$ cat config.mk
export PLATFORM = sky130hd
export DESIGN_NAME = bclk_ratio_detect
export DESIGN_NICKNAME = d
export VERILOG_FILES = /design/src/rtl/bclk_det_pkg.sv /design/src/rtl/line_sync.sv /design/src/rtl/period_counter.sv /design/src/rtl/ratio_classify.sv /design/src/rtl/bclk_gen.sv /design/src/rtl/bclk_ratio_detect.sv
export SDC_FILE = /design/constraint.sdc
export NUM_CORES = 1
export LEC_CHECK = 0
export CORE_MARGIN = 2
export CORE_UTILIZATION = 35
export DETAILED_ROUTE_END_ITERATION = 6
export PLACE_DENSITY = 0.62
export SKIP_CTS_REPAIR_TIMING = 1
export SLEW_MARGIN = 20
export SYNTH_ARGS = -nofsm -noshare
export SYNTH_HDL_FRONTEND = slang
export SYNTH_HIERARCHICAL = 1
export SYNTH_SLANG_ARGS = --single-unit
export TNS_END_PERCENT = 10
$ cat constraint.sdc
create_clock -name mclk -period 4.49 [get_ports mclk]
set_clock_uncertainty 0.05 [all_clocks]
set_input_delay 0.898 -clock mclk [delete_from_list [all_inputs] [get_ports mclk]]
set_output_delay 0.898 -clock mclk [all_outputs]
set_load 0.03 [all_outputs]
$ cat src/rtl/bclk_det_pkg.sv
package bclk_det_pkg;
  typedef enum logic [1:0] {
    MULT_NONE = 2'd0,
    MULT_X32  = 2'd1,
    MULT_X48  = 2'd2,
    MULT_X72  = 2'd3
  } sck_mult_e;

  localparam int unsigned MAX_DIV = 32;
  localparam int unsigned DIV_W   = $clog2(MAX_DIV + 1);
  localparam int unsigned WID_W   = 5;
endpackage

$ cat src/rtl/line_sync.sv
module line_sync (
  input  logic clk,
  input  logic rst_n,
  input  logic din,
  output logic lvl,
  output logic prev
);
  logic s1_q, s2_q, s3_q;

  always_ff @(posedge clk or negedge rst_n) begin
    if (!rst_n) begin
      s1_q <= 1'b0;
      s2_q <= 1'b0;
      s3_q <= 1'b0;
    end else begin
      s1_q <= din;
      s2_q <= s1_q;
      s3_q <= s2_q;
    end
  end

  assign lvl  = s2_q;
  assign prev = s3_q;
endmodule

$ cat src/rtl/period_counter.sv
module period_counter #(
  parameter int unsigned CNT_W = 12
) (
  input  logic             clk,
  input  logic             rst_n,
  input  logic             lr_rise,
  input  logic             sck_any,
  output logic             frame_done,
  output logic             frame_quiet,
  output logic [CNT_W-1:0] period
);
  localparam logic [CNT_W-1:0] CNT_MAX = {CNT_W{1'b1}};

  logic [CNT_W-1:0] cnt_q, cnt_d;
  logic             started_q, started_d;
  logic             noisy_q, noisy_d;

  always_comb begin
    cnt_d     = cnt_q;
    started_d = started_q;
    noisy_d   = noisy_q | sck_any;
    if (lr_rise) begin
      cnt_d     = '0;
      started_d = 1'b1;
      noisy_d   = sck_any;
    end else if (cnt_q != CNT_MAX) begin
      cnt_d = cnt_q + 1'b1;
    end
  end

  always_ff @(posedge clk or negedge rst_n) begin
    if (!rst_n) begin
      cnt_q     <= '0;
      started_q <= 1'b0;
      noisy_q   <= 1'b0;
    end else begin
      cnt_q     <= cnt_d;
      started_q <= started_d;
      noisy_q   <= noisy_d;
    end
  end

  assign frame_done  = lr_rise & started_q;
  assign frame_quiet = ~noisy_q;
  assign period      = (cnt_q == CNT_MAX) ? CNT_MAX : cnt_q + 1'b1;


  restart_chk: assert property (@(posedge clk) disable iff (!rst_n)
    lr_rise |=> (cnt_q == '0 && started_q));
endmodule

$ cat src/rtl/ratio_classify.sv
module ratio_classify
  import bclk_det_pkg::*;
#(
  parameter int unsigned CNT_W = 12
) (
  input  logic [CNT_W-1:0] period,
  output logic             ok,
  output logic [1:0]       mult,
  output logic [WID_W-1:0] width,
  output logic [DIV_W-1:0] div
);
  always_comb begin
    ok    = 1'b1;
    mult  = MULT_X32;
    width = WID_W'(16);
    div   = '0;
    case (period)
      CNT_W'(64):   div = DIV_W'(2);
      CNT_W'(128):  div = DIV_W'(4);
      CNT_W'(256):  div = DIV_W'(8);
      CNT_W'(512):  div = DIV_W'(16);
      CNT_W'(1024): div = DIV_W'(32);
      CNT_W'(96):   begin mult = MULT_X48; width = WID_W'(24); div = DIV_W'(2);  end
      CNT_W'(192):  begin mult = MULT_X48; width = WID_W'(24); div = DIV_W'(4);  end
      CNT_W'(384):  begin mult = MULT_X48; width = WID_W'(24); div = DIV_W'(8);  end
      CNT_W'(768):  begin mult = MULT_X48; width = WID_W'(24); div = DIV_W'(16); end
      CNT_W'(1152): begin mult = MULT_X72; width = WID_W'(24); div = DIV_W'(16); end
      default: begin
        ok    = 1'b0;
        mult  = MULT_NONE;
        width = '0;
      end
    endcase
  end
endmodule

$ cat src/rtl/bclk_gen.sv
module bclk_gen
  import bclk_det_pkg::*;
(
  input  logic             clk,
  input  logic             rst_n,
  input  logic             run,
  input  logic             lr_rise,
  input  logic [DIV_W-1:0] div,
  output logic             pulse
);
  logic [DIV_W-1:0] phase_q, phase_d;
  logic             wrap;

  assign wrap  = (phase_q == div - 1'b1);
  assign pulse = run & wrap;

  always_comb begin
    if (!run || lr_rise || wrap) phase_d = '0;
    else                         phase_d = phase_q + 1'b1;
  end

  always_ff @(posedge clk or negedge rst_n) begin
    if (!rst_n) phase_q <= '0;
    else        phase_q <= phase_d;
  end


  gap_chk: assert property (@(posedge clk) disable iff (!rst_n)
    pulse |=> !pulse);
endmodule

$ cat src/rtl/bclk_ratio_detect.sv
module bclk_ratio_detect
  import bclk_det_pkg::*;
#(
  parameter int unsigned CNT_W = 12
) (
  input  logic       mclk,
  input  logic       rst_n,
  input  logic       lrck_in,
  input  logic       sck_in,
  output logic       locked,
  output logic       ext_mode,
  output logic [1:0] sck_mult,
  output logic [4:0] max_width,
  output logic       bclk_en
);
  logic lr_lvl, lr_prev, sk_lvl, sk_prev;
  logic lr_rise, sck_rise, sck_any;
  logic frame_done, frame_quiet;
  logic [CNT_W-1:0] period;
  logic cls_ok;
  logic [1:0]       cls_mult;
  logic [WID_W-1:0] cls_width;
  logic [DIV_W-1:0] cls_div;
  logic gen_pulse;

  logic             lock_q, lock_d, ext_q, ext_d;
  logic [1:0]       run_q, run_d, mult_q, mult_d;
  logic [CNT_W-1:0] last_q, last_d;
  logic [WID_W-1:0] width_q, width_d;
  logic [DIV_W-1:0] div_q, div_d;

  line_sync u_lr_sync (.clk(mclk), .rst_n(rst_n), .din(lrck_in), .lvl(lr_lvl), .prev(lr_prev));
  line_sync u_sk_sync (.clk(mclk), .rst_n(rst_n), .din(sck_in),  .lvl(sk_lvl), .prev(sk_prev));

  assign lr_rise  = lr_lvl & ~lr_prev;
  assign sck_rise = sk_lvl & ~sk_prev;
  assign sck_any  = sk_lvl ^ sk_prev;

  period_counter #(.CNT_W(CNT_W)) u_count (
    .clk(mclk), .rst_n(rst_n), .lr_rise(lr_rise), .sck_any(sck_any),
    .frame_done(frame_done), .frame_quiet(frame_quiet), .period(period));

  ratio_classify #(.CNT_W(CNT_W)) u_class (
    .period(period), .ok(cls_ok), .mult(cls_mult), .width(cls_width), .div(cls_div));

  bclk_gen u_gen (
    .clk(mclk), .rst_n(rst_n), .run(lock_q), .lr_rise(lr_rise),
    .div(div_q), .pulse(gen_pulse));

  always_comb begin
    lock_d  = lock_q;
    run_d   = run_q;
    last_d  = last_q;
    ext_d   = ext_q;
    mult_d  = mult_q;
    width_d = width_q;
    div_d   = div_q;
    if (frame_done) begin
      last_d = period;
      if (!frame_quiet || !cls_ok) begin
        run_d  = 2'd0;
        lock_d = 1'b0;
      end else if (run_q != 2'd0 && period == last_q) begin
        run_d   = 2'd2;
        lock_d  = 1'b1;
        mult_d  = cls_mult;
        width_d = cls_width;
        div_d   = cls_div;
      end else begin
        run_d  = 2'd1;
        lock_d = 1'b0;
      end
      if (frame_quiet) ext_d = 1'b0;
    end
    if (sck_any) begin
      run_d  = 2'd0;
      lock_d = 1'b0;
      ext_d  = 1'b1;
    end
  end

  always_ff @(posedge mclk or negedge rst_n) begin
    if (!rst_n) begin
      lock_q  <= 1'b0;
      run_q   <= 2'd0;
      last_q  <= '0;
      ext_q   <= 1'b0;
      mult_q  <= MULT_NONE;
      width_q <= '0;
      div_q   <= '0;
    end else begin
      lock_q  <= lock_d;
      run_q   <= run_d;
      last_q  <= last_d;
      ext_q   <= ext_d;
      mult_q  <= mult_d;
      width_q <= width_d;
      div_q   <= div_d;
    end
  end

  assign locked    = lock_q;
  assign ext_mode  = ext_q;
  assign sck_mult  = lock_q ? mult_q : MULT_NONE;
  assign max_width = lock_q ? width_q : '0;
  assign bclk_en   = ext_q ? sck_rise : gen_pulse;


  sck_drop_chk: assert property (@(posedge mclk) disable iff (!rst_n)
    sck_any |=> (!locked && ext_mode));

  mode_excl_chk: assert property (@(posedge mclk) disable iff (!rst_n)
    !(locked && ext_mode));

  lock_on_frame_chk: assert property (@(posedge mclk) disable iff (!rst_n)
    $rose(locked) |-> $past(frame_done && frame_quiet));

  width_pair_chk: assert property (@(posedge mclk) disable iff (!rst_n)
    locked |-> ((sck_mult == MULT_X32 && max_width == 5'd16) ||
                (sck_mult != MULT_X32 && sck_mult != MULT_NONE && max_width == 5'd24)));
endmodule

==> flow_summary.toml <==
[die]
die_area_um2 = 9670
std_cell_rows = 34
pin_count = 14
core_um2 = 8680
fp.dieW_um = 98.3
initial_core_util_pct = 35.9
die_h_um = 98.3

[cells_and_area]
fin_cells = 407
nets = 307
drive_gt1_share_pct = 20.7
area_growth_pct = 9.80
nFillCells = 878
n_antenna_cell = 0
final_core_util_pct = 39.4
design_area_um2 = 3420

[yosys]
synth_largest_area_cell = "dfrtp_1"
synth_edf_count = 0
async_flop_share_pct = 100
ys_ff_latch = 54
synth_cell_types = 57
avgSynthCellArea_um2 = 10.9
yosysSeqAreaShare_pct = 43.4
synthTopCellsByArea = "dfrtp_1, mux2_2, xor2_1"
ys_warn_count = 6
ys.flop_type = "dfrtp_1"
netlist_area_um2 = 3110
syn-instance-count = 285
yosysTopAreaCellShare_pct = 43.4

[critical_path]
crit_type = "flip-flop to primary output"
path_cells = "or4_1 -> or3_4 -> a2111oi_4 -> and3_1 -> mux2_2 -> clkdlybuf4s50_1"
worstRegToRegCells = 12
crit_fanout = 7
slowest_stage = "clkdlybuf4s50_1"
timing.critical_path.from = "div_q[0]"
worst-path-stages = 6
critical_path_arrival_ps = 3240
max_stage_delay_ps = 660
r2r_slack_ps = 810
end_kind = "primary output"
rr_endpoint = "width_q[3]"
critPathLaunchType = "flip-flop"
required_ps = 3540
cp_num_buf_inv = 1
cp_top_family = "simple AND/OR/NAND/NOR gates"
r2r_start = "u_count/cnt_q[0]"
endpoint = "bclk_en"

[placed_design]
place.gp.congestion = 0.820
place_ws_ps = 660
port-buffer-count = 13
hpwl_mm = 4.05
dpl.cell_count = 400
placed_cell_area_um2 = 3310

[sta]
finalSetupTns_ps = 0
worst_slew_pin_slew_ps = 994
report.final.slew_viol_count = 0
rsz0062_at_grt = "no"
fin_crit_sh_pct = 93.2
holdWs_ps = 307
final-hold-violation-count = 0
fmax_ghz = 0.239
min_period_ps = 4190
setup_ws_ps = 304
setup_viol = 0
slew_headroom_pct = 33.5

[job]
max_cap_violations = 0

[cts]
htree_levels = 2
cts_buffer_depth = 2
clkLatencyLatePin_ps = 310
clkTransAtPathRegs_ps = 90
cts_num_sinks = 54
cts_tree = "built"
clockRootBuffer = "clkbuf_8"
cts_buffers = 5

[drt]
routed_via_density = 5.29
drt_iter0_drc = 86
wl_mm = 5.78
wl_per_cell_um = 14.2
drt_pass1_iterations = 4
drc_errors = 0
vias = 2154
drtAntennaViolNets = 0

[grt]
grt_pass1_vias = 2162
grt_pass1_wl_mm = 10.3
grt_usage_pct = 13.0
antenna_found_initial = 0
grt_overflow_total = 0
grt_max_degree = 55

[status]
status = "completed"

[power_and_ir_drop]
power.total_mw = 1.08
irDropWorstVdd_mv = 0.149
p_per_area_nw_per_um2 = 315
leakage_nw = 1.59

[worst_hold_path]
min_path_type = "flip-flop to flip-flop"
-- power breakdown --
part	leakage (nW)	internal [mW]	switching (mW)
combinational	0.829	0.0875	0.120
clock	0.0542	0.164	0.154
sequential	0.706	0.520	0.0297
total	1.59	0.772	0.304
-- sequential cells by signal (all words and copies together) (netlist names), 2 cells and up --
register and count:
div_q 6, last_q 12, mult_q 2, u_count/cnt_q 12, u_gen/phase_q 6, width_q 5
-- cells in the final DEF, fill, tap and decap left out, drive strengths merged, types with 5 or more instances in the layout --
cell	n
a211oi	5
a21oi	9
and2	8
and3	6
buf	7
clkbuf	5
clkdlybuf4s50	12
dfrtp	54
inv	11
mux2	27
nand2	16
nand2b	6
nand3	14
nor2	16
nor3	9
nor4	6
o21ai	5
xnor2	10
xor2	18
-- worst min-delay path by stage --
stage	from	endpoint	slack [ps]	depth (start not counted)
after floorplan	u_lr_sync/s1_q	u_lr_sync/lvl	280	0
after global placement	u_sk_sync/s1_q	u_sk_sync/lvl	290	0
after detailed placement	u_sk_sync/s1_q	u_sk_sync/lvl	290	0
after CTS	u_sk_sync/s1_q	u_sk_sync/lvl	310	0
after global routing	u_sk_sync/s1_q	u_sk_sync/lvl	330	0
final	u_sk_sync/s1_q	u_sk_sync/lvl	310	0
-- metal layers --
layer	vias up	track usage [%]	routed length, um
li1	1037	-	-
met1	1071	17.3	2730
met2	34	20.9	2720
met3	12	2.36	167
met4	0	5.37	155
met5	-	0	0
-- worst reg2reg max path: stages, from the launching register on --
cell	delay, ps
dfrtp_1	430
ha_1	270
nand3_2	190
or3_1	480
nand3_1	460
nor3_4	360
a32oi_1	160
nor2_1	150
nand3_1	110
nor3_1	270
nand4_2	120
buf_4	230
mux2_4	320
-- layout make-up --
cell class / count / area [um2] / share of cell area (%)
inverters: 11 / 41.3 / 1.21
clock buffers: 5 / 68.8 / 2.01
clock inverters: 2 / 38.8 / 1.13
flip-flops and latches: 54 / 1350 / 39.5
multi-input cells: 208 / 1610 / 47.2
repair buffers: 19 / 170 / 4.98
well taps: 108 / 135 / 3.95
-- cells in the mapped netlist, types with 6 or more instances --
cell / n
and2_1: 8
dfrtp_1: 54
inv_1: 11
a21oi_1: 6
xor2_1: 18
nor3_1: 6
mux2_2: 18
buf_4: 6
nand2b_1: 6
mux2_4: 9
xnor2_1: 10
nand2_1: 16
nand3_1: 13
nor2_1: 14
-- logic make-up after synthesis --
group	synth area share (%)
compound gates	10.5
xor+xnor	7.87
fa+ha+maj	1.61
buf+inv	5.14
flops	43.4
mux	11.2
other cells	0.120
simple gates	20.2
No activity file was read; power rests on OpenSTA's default activity.
